[config.mk]
export PLATFORM = sky130hd
export DESIGN_NAME = lzc_top
export DESIGN_NICKNAME = d
export VERILOG_FILES = /design/src/rtl/lzc_pkg.sv /design/src/rtl/lzc_pack.sv /design/src/rtl/lzc_unpack.sv /design/src/rtl/lzc_stage.sv /design/src/rtl/lzc_top.sv
export SDC_FILE = /design/constraint.sdc
export NUM_CORES = 1
export LEC_CHECK = 0
export ABC_AREA = 0
export BUFFER_PORTS_ARGS = -buffer_cell sky130_fd_sc_hd__buf_2
export CELL_PAD_IN_SITES_DETAIL_PLACEMENT = 0
export CELL_PAD_IN_SITES_GLOBAL_PLACEMENT = 1
export CORE_MARGIN = 5
export CORE_UTILIZATION = 38
export DETAILED_ROUTE_END_ITERATION = 10
export PLACE_DENSITY_LB_ADDON = 0.12
export SYNTH_ARGS = -nofsm -noshare
export SYNTH_HDL_FRONTEND = slang
export SYNTH_HIERARCHICAL = 1
export SYNTH_SLANG_ARGS = --single-unit
[constraint.sdc]
create_clock -name clk -period 9.6 [get_ports clk]
set_input_delay 0.48 -clock clk [delete_from_list [all_inputs] [get_ports clk]]
set_output_delay 0.48 -clock clk [all_outputs]
set_load 0.03 [all_outputs]
[src/rtl/lzc_pkg.sv]
package lzc_pkg;

    localparam int COMP_W   = 8;
    localparam int LEN_W    = 4;
    localparam int PACK_W   = 3 * COMP_W;

    typedef enum logic [0:0] {
        ST_EMPTY = 1'b0,
        ST_FULL  = 1'b1
    } stage_state_e;

    // Leading zeros of a component; a zero component counts COMP_W.
    function automatic logic [LEN_W-1:0] lead_zeros(input logic [COMP_W-1:0] v);
        logic [LEN_W-1:0] n;
        logic             seen;
        n    = '0;
        seen = 1'b0;
        for (int i = COMP_W - 1; i >= 0; i--) begin
            if (!seen && !v[i]) begin
                n = n + 1'b1;
            end else begin
                seen = 1'b1;
            end
        end
        return n;
    endfunction

    // Right shift implied by alpha: floor(-log2(A/2^COMP_W)), zero alpha -> COMP_W.
    function automatic logic [LEN_W-1:0] alpha_shift(input logic [COMP_W-1:0] a);
        logic [LEN_W-1:0] top;
        logic             pow2;
        logic [LEN_W-1:0] res;
        top  = '0;
        for (int i = 0; i < COMP_W; i++) begin
            if (a[i]) top = LEN_W'(i);
        end
        pow2 = ((a & (a - 1'b1)) == '0);
        if (a == '0) begin
            res = LEN_W'(COMP_W);
        end else if (pow2) begin
            res = LEN_W'(COMP_W) - top;
        end else begin
            res = LEN_W'(COMP_W - 1) - top;
        end
        return res;
    endfunction

endpackage

[src/rtl/lzc_pack.sv]
module lzc_pack
    import lzc_pkg::*;
(
    input  logic [COMP_W-1:0] r,
    input  logic [COMP_W-1:0] g,
    input  logic [COMP_W-1:0] b,
    input  logic [COMP_W-1:0] a,
    output logic [PACK_W-1:0] bits,
    output logic [LEN_W-1:0]  len
);

    logic [LEN_W-1:0]  lz_r, lz_g, lz_b;
    logic [LEN_W-1:0]  elim;
    logic [LEN_W-1:0]  shamt;
    logic [LEN_W:0]    total;
    logic [PACK_W-1:0] fr, fg, fb;
    logic [PACK_W-1:0] mask;

    always_comb begin
        lz_r  = lead_zeros(r);
        lz_g  = lead_zeros(g);
        lz_b  = lead_zeros(b);
        elim  = lz_r;
        if (lz_g < elim) elim = lz_g;
        if (lz_b < elim) elim = lz_b;
        shamt = alpha_shift(a);
        total = {1'b0, elim} + {1'b0, shamt};
        if (total >= (LEN_W+1)'(COMP_W)) begin
            len = '0;
        end else begin
            len = LEN_W'((LEN_W+1)'(COMP_W) - total);
        end
        mask = (PACK_W'(1) << len) - PACK_W'(1);
        fr   = PACK_W'(r >> shamt) & mask;
        fg   = PACK_W'(g >> shamt) & mask;
        fb   = PACK_W'(b >> shamt) & mask;
        bits = (fr << (2 * len)) | (fg << len) | fb;
    end

endmodule

[src/rtl/lzc_unpack.sv]
module lzc_unpack
    import lzc_pkg::*;
(
    input  logic [PACK_W-1:0] bits,
    input  logic [LEN_W-1:0]  len,
    input  logic [COMP_W-1:0] a,
    output logic [COMP_W-1:0] r,
    output logic [COMP_W-1:0] g,
    output logic [COMP_W-1:0] b
);

    logic [LEN_W-1:0]  shamt;
    logic [LEN_W-1:0]  l;
    logic [PACK_W-1:0] mask;
    logic [PACK_W-1:0] fr, fg, fb;

    always_comb begin
        shamt = alpha_shift(a);
        l     = (len > LEN_W'(COMP_W)) ? LEN_W'(COMP_W) : len;
        mask  = (PACK_W'(1) << l) - PACK_W'(1);
        fb    = bits & mask;
        fg    = (bits >> l) & mask;
        fr    = (bits >> (2 * l)) & mask;
        r     = COMP_W'(fr << shamt);
        g     = COMP_W'(fg << shamt);
        b     = COMP_W'(fb << shamt);
    end

endmodule

[src/rtl/lzc_stage.sv]
module lzc_stage
    import lzc_pkg::*;
#(
    parameter int WIDTH = 8
) (
    input  logic             clk,
    input  logic             rst_n,
    input  logic             in_valid,
    output logic             in_ready,
    input  logic [WIDTH-1:0] in_data,
    output logic             out_valid,
    input  logic             out_ready,
    output logic [WIDTH-1:0] out_data
);

    stage_state_e     state_q, state_d;
    logic [WIDTH-1:0] data_q;
    logic             take;

    always_ff @(posedge clk) begin
        if (!rst_n) begin
            state_q <= ST_EMPTY;
        end else begin
            state_q <= state_d;
        end
    end

    always_comb begin
        state_d   = state_q;
        in_ready  = 1'b0;
        out_valid = 1'b0;
        unique case (state_q)
            ST_EMPTY: begin
                in_ready = 1'b1;
                if (in_valid) state_d = ST_FULL;          // LOAD
            end
            ST_FULL: begin
                out_valid = 1'b1;
                in_ready  = out_ready;
                if (out_ready && !in_valid) state_d = ST_EMPTY; // DRAIN
                else                        state_d = ST_FULL;  // REFILL / STALL
            end
            default: state_d = ST_EMPTY;
        endcase
        take = in_valid && in_ready;
    end

    always_ff @(posedge clk) begin
        if (!rst_n) begin
            data_q <= '0;
        end else if (take) begin
            data_q <= in_data;
        end
    end

    assign out_data = data_q;

endmodule

[src/rtl/lzc_top.sv]
module lzc_top
    import lzc_pkg::*;
(
    input  logic        clk,
    input  logic        rst_n,
    input  logic        c_in_valid,
    output logic        c_in_ready,
    input  logic [7:0]  c_in_r,
    input  logic [7:0]  c_in_g,
    input  logic [7:0]  c_in_b,
    input  logic [7:0]  c_in_a,
    output logic        c_out_valid,
    input  logic        c_out_ready,
    output logic [23:0] c_out_bits,
    output logic [3:0]  c_out_len,
    output logic [7:0]  c_out_a,
    input  logic        d_in_valid,
    output logic        d_in_ready,
    input  logic [23:0] d_in_bits,
    input  logic [3:0]  d_in_len,
    input  logic [7:0]  d_in_a,
    output logic        d_out_valid,
    input  logic        d_out_ready,
    output logic [7:0]  d_out_r,
    output logic [7:0]  d_out_g,
    output logic [7:0]  d_out_b
);

    localparam int CW = PACK_W + LEN_W + COMP_W;
    localparam int DW = PACK_W;

    logic [PACK_W-1:0] pk_bits;
    logic [LEN_W-1:0]  pk_len;
    logic [CW-1:0]     c_data;
    logic [COMP_W-1:0] up_r, up_g, up_b;
    logic [DW-1:0]     d_data;

    lzc_pack u_pack (
        .r    (c_in_r),
        .g    (c_in_g),
        .b    (c_in_b),
        .a    (c_in_a),
        .bits (pk_bits),
        .len  (pk_len)
    );

    lzc_stage #(.WIDTH(CW)) u_cstage (
        .clk       (clk),
        .rst_n     (rst_n),
        .in_valid  (c_in_valid),
        .in_ready  (c_in_ready),
        .in_data   ({pk_bits, pk_len, c_in_a}),
        .out_valid (c_out_valid),
        .out_ready (c_out_ready),
        .out_data  (c_data)
    );

    assign c_out_bits = c_data[CW-1 -: PACK_W];
    assign c_out_len  = c_data[COMP_W +: LEN_W];
    assign c_out_a    = c_data[COMP_W-1:0];

    lzc_unpack u_unpack (
        .bits (d_in_bits),
        .len  (d_in_len),
        .a    (d_in_a),
        .r    (up_r),
        .g    (up_g),
        .b    (up_b)
    );

    lzc_stage #(.WIDTH(DW)) u_dstage (
        .clk       (clk),
        .rst_n     (rst_n),
        .in_valid  (d_in_valid),
        .in_ready  (d_in_ready),
        .in_data   ({up_r, up_g, up_b}),
        .out_valid (d_out_valid),
        .out_ready (d_out_ready),
        .out_data  (d_data)
    );

    assign d_out_r = d_data[23:16];
    assign d_out_g = d_data[15:8];
    assign d_out_b = d_data[7:0];

endmodule

==> out/metrics.csv <==
stage,metric,value,unit
outcome,status,"complete, no violations",
floorplan,die_y,157,um
worst_setup_path,cp_max_fo,5,
drt,vias_per_cell,5.75,
sta,hold_viol,0,
place,dp_cells,1504,
drt,drc_errors,0,
place,placedInstanceArea,9010,um^2
layout,drive_gt1_frac,0.229,
worst_setup_path,cpPeakStageDelay,0.44,ns
synth,yosysWarnings,6,
sta,fin_crit,9.22,ns
synth,ys_ff_latch,62,
clock_tree,h-tree-depth,3,
synth,async_flop_share,0,
power_and_ir_drop,p_per_area,200,nW/um^2
flow_run,cap_violations,0,
worst_hold_path,hold_path_class,in -> reg,
sta,max_slew.worst_pin.slew,1.21,ns
clock_tree,cts.clk_slew.worst_paths,0.05,ns
floorplan,io_pins,138,
global_routing,grt_pass1_vias,8349,
layout,multiInputGateArea,6390,um^2
floorplan,fp-row-count,53,
clock_tree,cts_inserted_buffers,9,
synth,synth_nets,1245,
synth,syn_inst,1138,
layout,regArea,1240,um^2
sta,fin_crit_sh,0.961,
layout,stdcell_area,9500,um^2
global_routing,antenna_found_initial,0,
power_and_ir_drop,ir_worst_vdd,89.8,uV
drt,drtIter0Drc,686,
layout,synthToLayoutAreaGrowth,16.5,%
worst_setup_path,worstPathRequired,9.85,ns
floorplan,dieArea,24500,um^2
clock_tree,clock_latency,0.32,ns
clock_tree,clockBufferDepth,2,
layout,mostFrequentLayoutCell,nand2_1,
place,portBuffers,137,
synth,synth_edf_count,0,
sta,hold_ws,0.411,ns
global_routing,grt_overflow,0,
worst_setup_path,arrival,9.47,ns
floorplan,initial_utilization,0.387,
drt,drt-total-wl,26.7,mm
worst_setup_path,start_kind,primary input,
sta,final-setup-viol-count,0,
sta,fin_skew,0.00562,ns
clock_tree,hold_buffers,0,
worst_setup_path,cp_slowest_cell,a2111oi_4,
sta,slew_headroom,0.187,
global_routing,grt_start_max_net_pins,123,
clock_tree,clock_sinks,62,
synth,netlist_area,8160,um^2
floorplan,core_area,21100,um^2
layout,nNetsFinal,1353,
clock_tree,cts_tree,built,
global_routing,grt_pass1_wl,42.7,mm
worst_setup_path,setup.worst_path.end_class,flop,
drt,ant_nets,0,
worst_setup_path,worstSetupPathType,in -> reg,
synth,syn_area_per_cell,7.17,um^2
layout,final_cells,1525,
layout,final_cell_mix,"211 x nand2_1, 135 x buf_2, 96 x mux2i_1",
synth,yosysSeqAreaShare,0.152,
sta,fmax,108,MHz
power_and_ir_drop,power,0.00190,W
floorplan,die_x,157,um
synth,ys_types,92,
power_and_ir_drop,leakage,4.16,nW
worst_setup_path,cp_common_cell,ha_1,
drt,dr.pass1.iters,5,
place,place.gp.congestion,0.920,
drt,vias,8766,
synth,ys.flop_type,dfxtp_1,
global_routing,grt_usage,0.209,
clock_tree,cts-root-buf,clkbuf_16,
place,dp_hpwl,20.4,mm
layout,num-fill-cells,2268,
drt,wire_per_inst,17.5,um
sta,drv_slew,0,
layout,diodes,0,
-- power breakdown --
part | leakage (nW) | internal [W] | total (W) | switching, W
Clock | 0.161 | 0.000239 | 0.000350 | 0.000111
Combinational | 3.49 | 0.000461 | 0.00123 | 0.000767
Sequential | 0.508 | 0.000301 | 0.000325 | 0.0000235
-- registers in the layout (all words and copies together), names as in the netlist --
register	flops
u_cstage/state_q	1
u_cstage/out_data	36
u_dstage/out_data	24
u_dstage/state_q	1
-- final timing paths --
check                                                  startpoint                            endpoint  slack [ns]  depth (start not counted)
worst max-delay path                                    c_in_r[6]  u_cstage/out_data[22]$_SDFFE_PN0P_        0.38                         47
worst min-delay path                                   d_in_valid         u_dstage/state_q$_SDFF_PN0_        0.41                          3
worst max register to register        u_cstage/state_q$_SDFF_PN0_  u_cstage/out_data[20]$_SDFFE_PN0P_        8.29                          3
worst min register to register  u_dstage/out_data[0]$_SDFFE_PN0P_   u_dstage/out_data[0]$_SDFFE_PN0P_        0.45                          2
-- cells in the mapped netlist (23+ instances only) --
cell type,count,share of area
nand2_1,211,0.097
nor2_1,84,0.039
mux2i_1,96,0.12
ha_1,32,0.049
mux2_2,23,0.032
clkbuf_1,42,0.019
dfxtp_1,62,0.15
nand3_1,26,0.016
nor3_1,33,0.020
inv_1,49,0.023
o21ai_0,57,0.035
a21oi_1,73,0.045
-- routing by layer --
layer,GRT usage,routed length [um],up-vias
li1,-,-,4360
met3,0.0254,1360,36
met2,0.370,13400,266
met1,0.273,11400,4104
met5,0,0,-
met4,0.0471,525,0
-- kinds of logic after synthesis --
kind of cell / Yosys count / synth area share
AO/OA/AOI/OAI: 302 / 0.261
multiplexers: 124 / 0.163
buffers and inverters: 134 / 0.0840
flip-flops: 62 / 0.152
adder cells (fa/ha/maj): 34 / 0.0527
AND/OR/NAND/NOR: 462 / 0.263
XOR/XNOR: 20 / 0.0238
-- through the flow --
step | worst slack, ns | TNS (ns) | util
global route | -0.0824 | -0.103 | 0.451
global placement | 0.0137 | 0 | 0.427
finish | 0.377 | 0 | 0.451
CTS | 0.114 | 0 | 0.443
floorplan | 0.00829 | 0 | -
detailed placement | -0.204 | -0.668 | 0.427
-- layout make-up --
type	count	share of cell area
Tap cell	275	0.0362
Multi-Input combinational cell	942	0.673
Inverter	53	0.0209
Timing Repair Buffer	178	0.105
Clock buffer	11	0.0266
Sequential cell	62	0.131
Clock inverter	4	0.00737
-- worst max-delay path: cells and delay by family --
family          cells  cell delay (ns)
buf+inv             7             0.77
fa+ha+maj           9             2.32
mux                 7             1.73
compound gates     18             3.54
simple gates        6             0.66
-- repair_timing --
| item | 4_1_cts | 5_1_grt |
|---|---|---|
| hold endpoints to repair | 0 | 0 |
| setup buffers | 0 | 6 |
| resized for setup | 0 | 32 |
| endpoints found under the setup margin | 0 | 21 |
Power figures use the tool's default switching activity.
